**src/rtl/seg_addr_pkg.sv**
```systemverilog
package seg_addr_pkg;
  localparam int SEL_W = 2;
  localparam int NUM_SEG = 1 << SEL_W;

  typedef enum logic [1:0] {
    KIND_FETCH    = 2'd0,
    KIND_STACK    = 2'd1,
    KIND_DATA     = 2'd2,
    KIND_DATA_ALT = 2'd3
  } acc_kind_e;

  localparam logic [SEL_W-1:0] SEG_EXTRA = 2'd0;
  localparam logic [SEL_W-1:0] SEG_CODE  = 2'd1;
  localparam logic [SEL_W-1:0] SEG_STACK = 2'd2;
  localparam logic [SEL_W-1:0] SEG_DATA  = 2'd3;

  // strobes from control to datapath
  typedef struct packed {
    logic             issue;
    logic [SEL_W-1:0] readSel;
    logic             wrEn;
    logic [SEL_W-1:0] wrSel;
  } strobe_t;
endpackage

```
**src/rtl/seg_addr_ctrl.sv**
```systemverilog
module seg_addr_ctrl
  import seg_addr_pkg::*;
(
  input  logic             reqValid,
  input  logic [1:0]       accKind,
  input  logic             ovrEn,
  input  logic [SEL_W-1:0] ovrSel,
  input  logic             segWrEn,
  input  logic [SEL_W-1:0] segWrSel,
  output strobe_t          strb
);
  logic [SEL_W-1:0] pickSel;

  // default segment by kind; override only honoured for data
  always_comb begin
    case (acc_kind_e'(accKind))
      KIND_FETCH: pickSel = SEG_CODE;
      KIND_STACK: pickSel = SEG_STACK;
      default:    pickSel = ovrEn ? ovrSel : SEG_DATA;
    endcase
  end

  always_comb begin
    strb.issue   = reqValid;
    strb.readSel = pickSel;
    strb.wrEn    = segWrEn;
    strb.wrSel   = segWrSel;
  end
endmodule

```
**src/rtl/seg_addr_dpath.sv**
```systemverilog
module seg_addr_dpath
  import seg_addr_pkg::*;
#(
  parameter int SEG_W = 16,
  parameter int OFF_W = 16,
  parameter int SHIFT = 4,
  parameter logic [SEG_W-1:0] CODE_RST = '1
) (
  input  logic                   clk,
  input  logic                   rstN,
  input  strobe_t                strb,
  input  logic [OFF_W-1:0]       offset,
  input  logic [SEG_W-1:0]       segWrData,
  output logic                   addrValid,
  output logic [SEG_W+SHIFT-1:0] physAddr,
  output logic [SEL_W-1:0]       segIdx
);
  localparam int ADDR_W = SEG_W + SHIFT;

  logic [SEG_W-1:0] segFile [NUM_SEG];

  for (genvar g = 0; g < NUM_SEG; g++) begin : g_seg
    localparam logic [SEG_W-1:0] RST_VAL = (g == int'(SEG_CODE)) ? CODE_RST : '0;
    logic [SEG_W-1:0] segQ;
    always_ff @(posedge clk) begin
      if (!rstN)
        segQ <= RST_VAL;
      else if (strb.wrEn && strb.wrSel == SEL_W'(g))
        segQ <= segWrData;
    end
    assign segFile[g] = segQ;
  end

  logic [SEG_W-1:0]  segSel;
  logic [ADDR_W-1:0] sumAddr;

  assign segSel  = segFile[strb.readSel];
  // truncation to ADDR_W drops the top carry
  assign sumAddr = {segSel, {SHIFT{1'b0}}} + ADDR_W'(offset);

  always_ff @(posedge clk) begin
    if (!rstN) begin
      addrValid <= 1'b0;
      physAddr  <= '0;
      segIdx    <= '0;
    end else begin
      addrValid <= strb.issue;
      if (strb.issue) begin
        physAddr <= sumAddr;
        segIdx   <= strb.readSel;
      end
    end
  end

  // valid strobe follows the request by one cycle
  a_r8_valid_follows: assert property (@(posedge clk) disable iff (!rstN)
    strb.issue |=> addrValid);
  a_r8_no_spurious: assert property (@(posedge clk) disable iff (!rstN)
    !strb.issue |=> !addrValid);
  a_r8_hold_idle: assert property (@(posedge clk) disable iff (!rstN)
    !strb.issue |=> ($stable(physAddr) && $stable(segIdx)));
  // a written value is present in the register file one cycle later
  a_r7_write_lands: assert property (@(posedge clk) disable iff (!rstN)
    strb.wrEn |=> segFile[$past(strb.wrSel)] == $past(segWrData));
endmodule

```
**src/rtl/seg_addr_unit.sv**
```systemverilog
module seg_addr_unit
  import seg_addr_pkg::*;
#(
  parameter int SEG_W = 16,
  parameter int OFF_W = 16,
  parameter int SHIFT = 4
) (
  input  logic                   clk,
  input  logic                   rstN,
  input  logic                   reqValid,
  input  logic [1:0]             accKind,
  input  logic                   ovrEn,
  input  logic [1:0]             ovrSel,
  input  logic [OFF_W-1:0]       offset,
  input  logic                   segWrEn,
  input  logic [1:0]             segWrSel,
  input  logic [SEG_W-1:0]       segWrData,
  output logic                   addrValid,
  output logic [SEG_W+SHIFT-1:0] physAddr,
  output logic [1:0]             segIdx
);
  strobe_t strb;

  seg_addr_ctrl i_ctrl (
    .reqValid (reqValid),
    .accKind  (accKind),
    .ovrEn    (ovrEn),
    .ovrSel   (ovrSel),
    .segWrEn  (segWrEn),
    .segWrSel (segWrSel),
    .strb     (strb)
  );

  seg_addr_dpath #(
    .SEG_W (SEG_W),
    .OFF_W (OFF_W),
    .SHIFT (SHIFT)
  ) i_dpath (
    .clk       (clk),
    .rstN      (rstN),
    .strb      (strb),
    .offset    (offset),
    .segWrData (segWrData),
    .addrValid (addrValid),
    .physAddr  (physAddr),
    .segIdx    (segIdx)
  );

  // fetches land on the code segment
  a_r3_fetch_code: assert property (@(posedge clk) disable iff (!rstN)
    (reqValid && accKind == 2'd0) |=> segIdx == SEG_CODE);
  // stack ignores any override
  a_r5_stack_fixed: assert property (@(posedge clk) disable iff (!rstN)
    (reqValid && accKind == 2'd1) |=> segIdx == SEG_STACK);
  // data override honoured
  a_r4_data_override: assert property (@(posedge clk) disable iff (!rstN)
    (reqValid && accKind[1] && ovrEn) |=> segIdx == $past(ovrSel));
  // data without override uses the data segment
  a_r3_data_default: assert property (@(posedge clk) disable iff (!rstN)
    (reqValid && accKind[1] && !ovrEn) |=> segIdx == SEG_DATA);
endmodule

```
**config.mk**
```make
export PLATFORM = sky130hd
export DESIGN_NAME = seg_addr_unit
export DESIGN_NICKNAME = d
export VERILOG_FILES = /design/src/rtl/seg_addr_pkg.sv /design/src/rtl/seg_addr_ctrl.sv /design/src/rtl/seg_addr_dpath.sv /design/src/rtl/seg_addr_unit.sv
export SDC_FILE = /design/constraint.sdc
export NUM_CORES = 1
export LEC_CHECK = 0
export ABC_AREA = 0
export BUFFER_PORTS_ARGS = -buffer_cell sky130_fd_sc_hd__buf_4
export CAP_MARGIN = 20
export CORE_UTILIZATION = 40
export DETAILED_ROUTE_END_ITERATION = 10
export SKIP_LAST_GASP = 1
export SLEW_MARGIN = 20
export SYNTH_ARGS = -nofsm -noshare
export SYNTH_HDL_FRONTEND = slang
export SYNTH_SLANG_ARGS = --single-unit
```
**constraint.sdc**
```tcl
create_clock -name clk -period 7.42 [get_ports clk]
set_clock_uncertainty 0.1 [all_clocks]
set_input_delay 0.742 -clock clk [delete_from_list [all_inputs] [get_ports clk]]
set_output_delay 0.742 -clock clk [all_outputs]
set_load 0.005 [all_outputs]
```
==> qor.csv, run 1 <==
metric,value,unit
Vias/cell,5.35,
leakage,2.05,nW
worst vdd ir,0.0765,mV
DRC errors left,0,
Post-CTS Setup Inserts,0,
CP max stage cell,fa_1,
area of the die,0.0108,mm^2
Skew-Pair Late Insertion Delay,360,ps
CTS max path bufs,2,
setup TNS,0,ps
Initial Util,0.418,
vias in the first global route,3773,
crit path time final,3650,ps
crit path DAT,3830,ps
Final Hold Slack,357,ps
routed len/inst,15.5,um
PortBufs,65,
Synth top area share,0.421,
biggest area consumer among synthesized cells,dfxtp_1,
Cells after Synth,530,
via count,3831,
CTS Hold Buffers Added,0,
fmax,274,MHz
share of cells above drive strength 1,0.166,
final hold violations,0,
Layout area overhead,18.1,%
total grt overflow,0,
TritonCTS Sinks,87,
max cap viols,0,
CP cell instances,buf_4 > and3b_1 > or2_1 > buf_4 > a221oi_1 > a31oi_1 > ha_1 > fa_1 > a211oi_1 > o21ai_0 > o221ai_1 > nand2_1 > and3_1 > a211oi_1,
worst hold start,i_dpath.g_seg[2].segQ[11],
ys async rst share,0,
# diodes,0,
Max-slew headroom,0.451,
Final setup viols,0,
"Req. time, crit path",7600,ps
number of nets in the layout,636,
#FFs+latches synth,87,
R2R Path Start,i_dpath.g_seg[3].segQ[0],
max incr delay on CP,440,ps
WHS Endpoint,i_dpath.g_seg[2].segQ[11],
Worst Tran Pin Value,822,ps
gr usage total,0.216,
die height,104,um
"most common cell after layout, fill and taps aside",nand2_1,
Ports,66,
most frequent cells in the layout,"nand2_1, dfxtp_1, buf_4, a21oi_1, nor2_1",
htree depth,3,
Post-synth EDFFs,0,
Final Max Tran Viols,0,
CTS Buf Count,9,
startpoint types,input pin,
outcome,completed,
reg2reg path depth,10,
First DRT Iteration DRCs,204,
largest net degree at the start of global routing,53,
Antenna Nets Post-Route,0,
CP Max Fanout,27,
synth unique cells,50,
post-CTS sizing,0,
clk slew on worst S/H paths,90,ps
Tot Pwr,1.04,mW
HP Class,register to register,
Worst Hold Depth,2,
post-synthesis sequential area ratio,0.421,
global-route wire length before repair,18600,um
RSZ-0062 raised after global routing,no,
CTS tree,built,
R2R Path End,i_dpath.physAddr[18],
synthesized area,0.00414,mm^2
largest cells by area after synthesis,"dfxtp_1, nand2_1, a21oi_1, ha_1, mux2i_1",
CTS root buf,clkbuf_8,
syn_nets,587,
CP Buf/Inv Count,2,
Pwr per Cell Area,214,mW/mm^2
reg-to-reg setup timing slack,4610,ps
Die X-Extent,104,um
period utilization,0.492,
YS warnings,0,
DP Wirelength,7560,um
Site Rows,36,
Crit Path Class,input pin to register,
"Largest delay share family, worst path",compound AO/OA/AOI/OAI gates,
core region area,0.00991,mm^2
Routed WL,11100,um
crit end category,register,
ys flop type,dfxtp_1,
initial antenna violation count,0,
gpl congestion,0.836,
Mapped Avg Cell Area,7.81,um^2
drt pass-1 iters,4,
-- flip-flops by register name (all words and copies together), names as in the netlist --
register / flops
i_dpath.g_seg.segQ: 64
i_dpath.physAddr: 20
i_dpath.segIdx: 2
i_dpath.addrValid: 1
-- worst reg2reg max path: stages, from the launching register on --
cell	delay, ps
dfxtp_1	320
a221oi_1	260
a31oi_1	80
ha_1	240
fa_1	440
a211oi_1	240
o21ai_0	250
o221ai_1	320
nand2_1	110
and3_1	190
a211oi_1	190
-- cells by family after synthesis --
| group | synth area share |
|---|---|
| and+or+nand+nor | 0.248 |
| AOI/OAI and AO/OA | 0.202 |
| adders and majority gates | 0.0441 |
| xor gates and xnor gates | 0.0191 |
| buffers and inverters | 0.0339 |
| DFF | 0.421 |
| muxes | 0.0314 |
-- area by class of cell --
cell class / instances / area, um^2
fill: 1012 / 5020
multi-input combinational: 406 / 2260
sequential: 87 / 1740
timing repair buffer: 70 / 526
tap: 133 / 166
clock buffer: 10 / 128
clock inverter: 5 / 50.0
inverter: 5 / 18.8
-- power breakdown --
| part | total [mW] | leakage [nW] | switching, mW | internal, mW |
|---|---|---|---|---|
| Clock | 0.317 | 0.0957 | 0.166 | 0.152 |
| Sequential | 0.507 | 0.712 | 0.0134 | 0.493 |
| Combinational | 0.219 | 1.24 | 0.122 | 0.0976 |
-- routing by layer --
| layer | routed length (um) | global-route usage |
|---|---|---|
| met2 | 5130 | 0.347 |
| met4 | 209 | 0.0918 |
| met5 | 0 | 0 |
| met3 | 574 | 0.0396 |
| met1 | 5180 | 0.283 |
-- worst max-delay path by stage --
stage	startpoint	to	slack [ps]	cells past startpoint
after global routing	ovrSel[0]	i_dpath.physAddr[15]	3500	12
after floorplan	ovrEn	i_dpath.physAddr[18]	3800	14
final	accKind[1]	i_dpath.physAddr[18]	3770	14
after CTS	accKind[1]	i_dpath.physAddr[18]	3810	14
after global placement	accKind[1]	i_dpath.physAddr[18]	3560	14
after detailed placement	accKind[1]	i_dpath.physAddr[18]	3420	14
-- Yosys cell counts (2+ instances only) --
library cell and n:
a31oi_1 15, mux2i_1 13, a21o_1 4, o21ai_0 10, nor3_1 4, dfxtp_1 87, nor2b_1 2, nand2_1 166
and3b_1 3, a21oi_1 63, xnor2_1 6, a221oi_2 3, and3_1 5, nand3b_1 4, o211ai_1 5, nor2_1 25
inv_1 4, a211oi_1 5, clkbuf_1 28, xor2_1 3, ha_1 13, o221ai_1 2, buf_1 3, nand3_1 18
o21a_1 3, a221oi_1 11, nand2b_1 2
-- stage by stage --
stage,setup slack [ps],area (um^2),util,cells
CTS,3810,4890,0.493,716
finish,3770,4890,0.493,716
floorplan,3800,4140,-,530
global placement,3560,4710,0.475,701
global route,3500,4890,0.493,716
detailed placement,3420,4710,0.475,701
Power figures use the tool's default switching activity.
==> inputs of run 2 (changes only) <==
==> constraint.sdc (replaced) <==
create_clock -name clk -period 3.3 [get_ports clk]
set_clock_uncertainty 0.1 [all_clocks]
set_input_delay 0.33 -clock clk [delete_from_list [all_inputs] [get_ports clk]]
set_output_delay 0.33 -clock clk [all_outputs]
set_load 0.005 [all_outputs]
==> run 2 against run 1 <==
Compared with the run above: final cell count increased by 2.7%; clock power increased to 2.6 times the previous value; register-to-register slack lost 4000 ps; cell area increased by 4.3%; flip-flop and latch count stayed put; via count up 1.4%; core utilization rose by 2.1 points; critical endpoint is now i_dpath.physAddr[15].
==> qor.csv, run 2 (synthesis results as in run 1) <==
metric,value,unit
vias in the first global route,3799,
CP Max Fanout,14,
fill cell count,990,
dpl cell area,0.00488,mm^2
share of cells above drive strength 1,0.194,
most frequent cells in the layout,"nand2_1, dfxtp_1, buf_4, a21oi_1, nor2_1",
reg2reg path depth,9,
First DRT Iteration DRCs,148,
"most used cell, CP",buf_4,
worst vdd ir,0.226,mV
Worst Tran Pin Value,790,ps
Post-CTS Setup Inserts,0,
clk slew on worst S/H paths,90,ps
CP Buf/Inv Count,3,
"Largest delay share family, worst path",compound AO/OA/AOI/OAI gates,
initial antenna violation count,0,
post-CTS sizing,0,
Crit Path Class,input pin to register,
HP Class,input pin to register,
PortBufs,65,
DP Wirelength,7890,um
Skew-Pair Late Insertion Delay,350,ps
Routed WL,11300,um
Die X-Extent,104,um
largest net degree at the start of global routing,45,
Final Max Tran Viols,0,
total grt overflow,0,
# diodes,0,
WHS Endpoint,i_dpath.physAddr[0],
number of flip-flops in the largest register,64,
Top Registers,"i_dpath.g_seg.segQ: 64 flops, i_dpath.physAddr: 20 flops, i_dpath.segIdx: 2 flops",
reg-to-reg setup timing slack,660,ps
routed len/inst,15.4,um
worst hold start,offset[0],
Layout area overhead,23.2,%
Final setup viols,0,
CTS Hold Buffers Added,0,
Antenna Nets Post-Route,0,
gr usage total,0.217,
Worst Hold Depth,3,
CTS root buf,clkbuf_8,
period utilization,0.906,
CP max stage cell,nor4b_1,
"Req. time, crit path",3490,ps
max incr delay on CP,360,ps
final hold violations,0,
crit path DAT,3180,ps
CTS tree,built,
leakage,2.15,nW
Vias/cell,5.29,
drt pass-1 iters,4,
R2R Path End,i_dpath.physAddr[15],
crit end category,register,
fmax,334,MHz
CTS max path bufs,2,
die height,104,um
max cap viols,0,
htree depth,3,
core region area,0.00991,mm^2
gpl congestion,0.810,
RSZ-0062 raised after global routing,no,
Pwr per Cell Area,491,mW/mm^2
Ports,66,
Site Rows,36,
via count,3886,
TritonCTS Sinks,87,
startpoint types,input pin,
DRC errors left,0,
"most common cell after layout, fill and taps aside",nand2_1,
R2R Path Start,i_dpath.g_seg[3].segQ[2],
Initial Util,0.418,
CP cell instances,buf_4 > and3b_1 > or2_1 > buf_12 > buf_4 > a31oi_1 > ha_1 > a21oi_1 > o211ai_1 > a221oi_2 > o21ai_0 > nor4b_1 > a211o_1,
number of nets in the layout,655,
outcome,completed,
register with the most flip-flops,i_dpath.g_seg.segQ,
post-route cell area,0.00510,mm^2
Max-slew headroom,0.473,
setup TNS,0,ps
global-route wire length before repair,18800,um
crit path time final,2990,ps
area of the die,0.0108,mm^2
CTS Buf Count,9,
[run 2: layout make-up]
class / instances / area (um^2) / share of cell area
clock inverters: 5 / 82.6 / 0.0162
clock buffers: 10 / 138 / 0.0270
well taps: 133 / 166 / 0.0327
repair buffers: 89 / 693 / 0.136
flip-flops and latches: 87 / 1740 / 0.342
inverters: 5 / 18.8 / 0.00368
multi-input cells: 406 / 2260 / 0.443
[run 2: how the worst max path moves through the flow]
stage / start / to / slack, ps / cells past startpoint
after floorplan: ovrEn / i_dpath.physAddr[18] / 90 / 14
after global placement: ovrEn / i_dpath.physAddr[18] / 40 / 14
after detailed placement: ovrEn / i_dpath.physAddr[18] / -40 / 14
after CTS: ovrEn / i_dpath.physAddr[18] / 330 / 14
after global routing: ovrEn / i_dpath.physAddr[15] / 60 / 13
final: ovrEn / i_dpath.physAddr[15] / 310 / 13
[run 2: worst min-delay path, delay by kind of cell]
| kind | cells | cell delay, ps |
|---|---|---|
| AND/OR/NAND/NOR | 1 | 70 |
| buffers and inverters | 1 | 80 |
| multiplexers | 1 | 60 |
[run 2: layer usage]
| layer | vias up | part of all wire | global-route usage |
|---|---|---|---|
| met1 | 1790 | 0.47 | 0.276 |
| li1 | 1975 | - | - |
| met2 | 105 | 0.47 | 0.372 |
| met3 | 16 | 0.047 | 0.0315 |
| met5 | - | 0 | 0 |
| met4 | 0 | 0.015 | 0.0796 |
[run 2: power by group]
part	total, mW	internal [mW]	switching (mW)
Combinational	0.529	0.248	0.281
Clock	0.831	0.443	0.388
Sequential	1.14	1.11	0.0307
[run 2: per-stage QoR]
step            util  worst slack (ps)  hold WS [ps]  instances  power (mW)
4_1_cts        0.514               328           101        735        2.51
3_3_place_gp   0.492              40.7           338        720        1.68
2_1_floorplan      -              94.2           331        530        1.47
3_5_place_dp   0.492             -35.4           345        720        1.69
6_report       0.514               310           112        735        2.50
5_1_grt        0.514              63.9           108        735        2.63
==> inputs of run 3 (changes only) <==
--- a/config.mk
+++ b/config.mk
@@ -6,12 +6,12 @@
 export NUM_CORES = 1
 export LEC_CHECK = 0
 export ABC_AREA = 0
-export BUFFER_PORTS_ARGS = -buffer_cell sky130_fd_sc_hd__buf_4
+export BUFFER_PORTS_ARGS = -buffer_cell sky130_fd_sc_hd__buf_2
 export CAP_MARGIN = 20
 export CORE_UTILIZATION = 40
 export DETAILED_ROUTE_END_ITERATION = 10
-export SKIP_LAST_GASP = 1
 export SLEW_MARGIN = 20
 export SYNTH_ARGS = -nofsm -noshare
 export SYNTH_HDL_FRONTEND = slang
+export SYNTH_HIERARCHICAL = 1
 export SYNTH_SLANG_ARGS = --single-unit
==> run 3 against run 2 <==
Compared with the run above: critical path depth shrank 1; clock-buffer cell count is the same; sequential share of layout area grew 2.0 points; cell area shrank 5.5%; maximum frequency grew 2.0%; core utilization shrank 2.6 points; combinational power shrank 19%; flip-flop and latch count is the same; hold slack lost 8.8 ps; final cell count shrank 7.2%; via count shrank 7.5%; total power shrank 3.2%.
==> qor.csv, run 3 <==
metric,value,unit
gr usage total,0.215,
"count leader, synth",nand2_1,
crit path time final,2930,ps
crit path DAT,3060,ps
reg-to-reg setup timing slack,620,ps
synthesized area,0.00411,mm^2
final core utilization,0.488,
CTS Hold Buffers Added,0,
Worst Hold Depth,3,
number of flip-flops in the largest register,64,
Skew-Pair Late Insertion Delay,350,ps
Post-synth EDFFs,0,
"Largest delay share family, worst path",compound AO/OA/AOI/OAI gates,
worst vdd ir,0.173,mV
gpl congestion,0.792,
fill cell count,946,
R2R Path End,i_dpath/physAddr[19],
Top Registers,"i_dpath/g_seg.segQ: 64 flops, i_dpath/physAddr: 20 flops, i_dpath/segIdx: 2 flops",
Final Hold Slack,103,ps
Final setup viols,0,
Worst Tran Pin Value,806,ps
ys async rst share,0,
leakage,2.06,nW
Crit. Startpoint,accKind[1],
register with the most flip-flops,i_dpath/g_seg.segQ,
post-route cell area,0.00481,mm^2
drt pass-1 iters,4,
Post-CTS Setup Inserts,0,
Antenna Nets Post-Route,0,
area of the die,0.0107,mm^2
vias in the first global route,3371,
die height,103,um
Ports,66,
share of cells above drive strength 1,0.213,
htree depth,3,
period utilization,0.888,
max incr delay on CP,510,ps
largest cells by area after synthesis,"dfxtp_1, nand2_1, a21oi_1, mux4_2, ha_1",
DP Cell Count,666,
setup ws final,369,ps
largest net degree at the start of global routing,39,
Pwr per Cell Area,503,mW/mm^2
global-route wire length before repair,17200,um
HP Class,input pin to register,
syn_nets,543,
Layout area overhead,17.2,%
Crit path depth,12,
R2R Path Start,i_dpath/g_seg[3].segQ[8],
#FFs+latches synth,87,
synth unique cells,51,
startpoint types,input pin,
CTS root buf,clkbuf_8,
crit end category,register,
PortBufs,65,
Crit Path Class,input pin to register,
core region area,0.00986,mm^2
clk slew on worst S/H paths,90,ps
Site Rows,36,
Initial Util,0.417,
reg2reg path depth,8,
routed len/inst,16.0,um
"Req. time, crit path",3430,ps
setup TNS,0,ps
CTS Buf Count,9,
"non-filler cells, final",682,
YS warnings,6,
Routed WL,10900,um
Mapped Avg Cell Area,8.44,um^2
number of nets in the layout,600,
DP Wirelength,7440,um
RSZ-0062 raised after global routing,no,
"most common cell after layout, fill and taps aside",nand2_1,
max cap viols,0,
# diodes,0,
Tot Pwr,2.42,mW
DP Worst Slack,42.0,ps
Final Max Tran Viols,0,
Die X-Extent,103,um
initial antenna violation count,0,
CP Max Fanout,13,
Synth top area share,0.424,
Vias/cell,5.27,
outcome,completed,
post-CTS sizing,0,
Cells after Synth,487,
CP Buf/Inv Count,2,
DRC errors left,0,
most frequent cells in the layout,"nand2_1, dfxtp_1, buf_2, a21oi_1, nand3_1",
Max-slew headroom,0.461,
biggest area consumer among synthesized cells,dfxtp_1,
Synth top cells by count,"nand2_1, dfxtp_1, a21oi_1, nand3_1, clkbuf_1",
dpl cell area,0.00458,mm^2
CTS max path bufs,2,
First DRT Iteration DRCs,139,
fmax,341,MHz
total grt overflow,0,
via count,3596,
TritonCTS Sinks,87,
final hold violations,0,
ys flop type,dfxtp_1,
post-synthesis sequential area ratio,0.424,
CP max stage cell,mux4_2,
CTS tree,built,
CP endpoint,i_dpath/physAddr[19],
CP cell instances,buf_2 > nor2_1 > a31oi_2 > buf_12 > mux4_2 > ha_1 > a21o_1 > a21o_1 > a21oi_1 > a21oi_1 > o21a_1 > a311o_1,
run 3: worst min-delay path, cell delays in order:
cell and delay, ps:
buf_2 70, mux2i_1 50, nor2_1 70
run 3: power by group:
part           internal [mW]  total, mW  switching [mW]
logic                  0.195      0.430           0.235
registers               1.11       1.13          0.0284
clock network          0.451      0.855           0.404
total                   1.75       2.42           0.668
run 3: layout make-up:
class                      instances  area [um^2]  share of cell area
clock buffer                      10          138              0.0286
inverter                           9         33.8             0.00702
sequential                        87         1740               0.362
timing repair buffer              81          458              0.0951
tap                              133          166              0.0346
clock inverter                     6         92.6              0.0192
multi-input combinational        356         2180               0.454
run 3: cell families after synthesis:
| logic type | share of synthesized area |
|---|---|
| adders and majority gates | 0.0414 |
| buffers and inverters | 0.0460 |
| AOI/OAI and AO/OA | 0.147 |
| muxes | 0.115 |
| xor gates and xnor gates | 0.00426 |
| DFF | 0.424 |
| and+or+nand+nor | 0.223 |
run 3: per-layer routing:
| metal | GRT usage | up-vias | part of all wire |
|---|---|---|---|
| li1 | - | 1793 | - |
| met1 | 0.284 | 1689 | 0.45 |
| met2 | 0.357 | 106 | 0.49 |
| met5 | 0 | - | 0 |
| met4 | 0.0704 | 0 | 0.0095 |
| met3 | 0.0356 | 8 | 0.047 |
run 3: worst min path at each step:
stage                                         from                  endpoint  slack (ps)
after CTS                                offset[1]       i_dpath/physAddr[1]          90
final                                    offset[1]       i_dpath/physAddr[1]         100
after global placement    i_dpath/g_seg[2].segQ[1]  i_dpath/g_seg[2].segQ[1]         340
after floorplan           i_dpath/g_seg[2].segQ[0]  i_dpath/g_seg[2].segQ[0]         330
after global routing                     offset[1]       i_dpath/physAddr[1]         110
after detailed placement  i_dpath/g_seg[0].segQ[0]  i_dpath/g_seg[0].segQ[0]         340
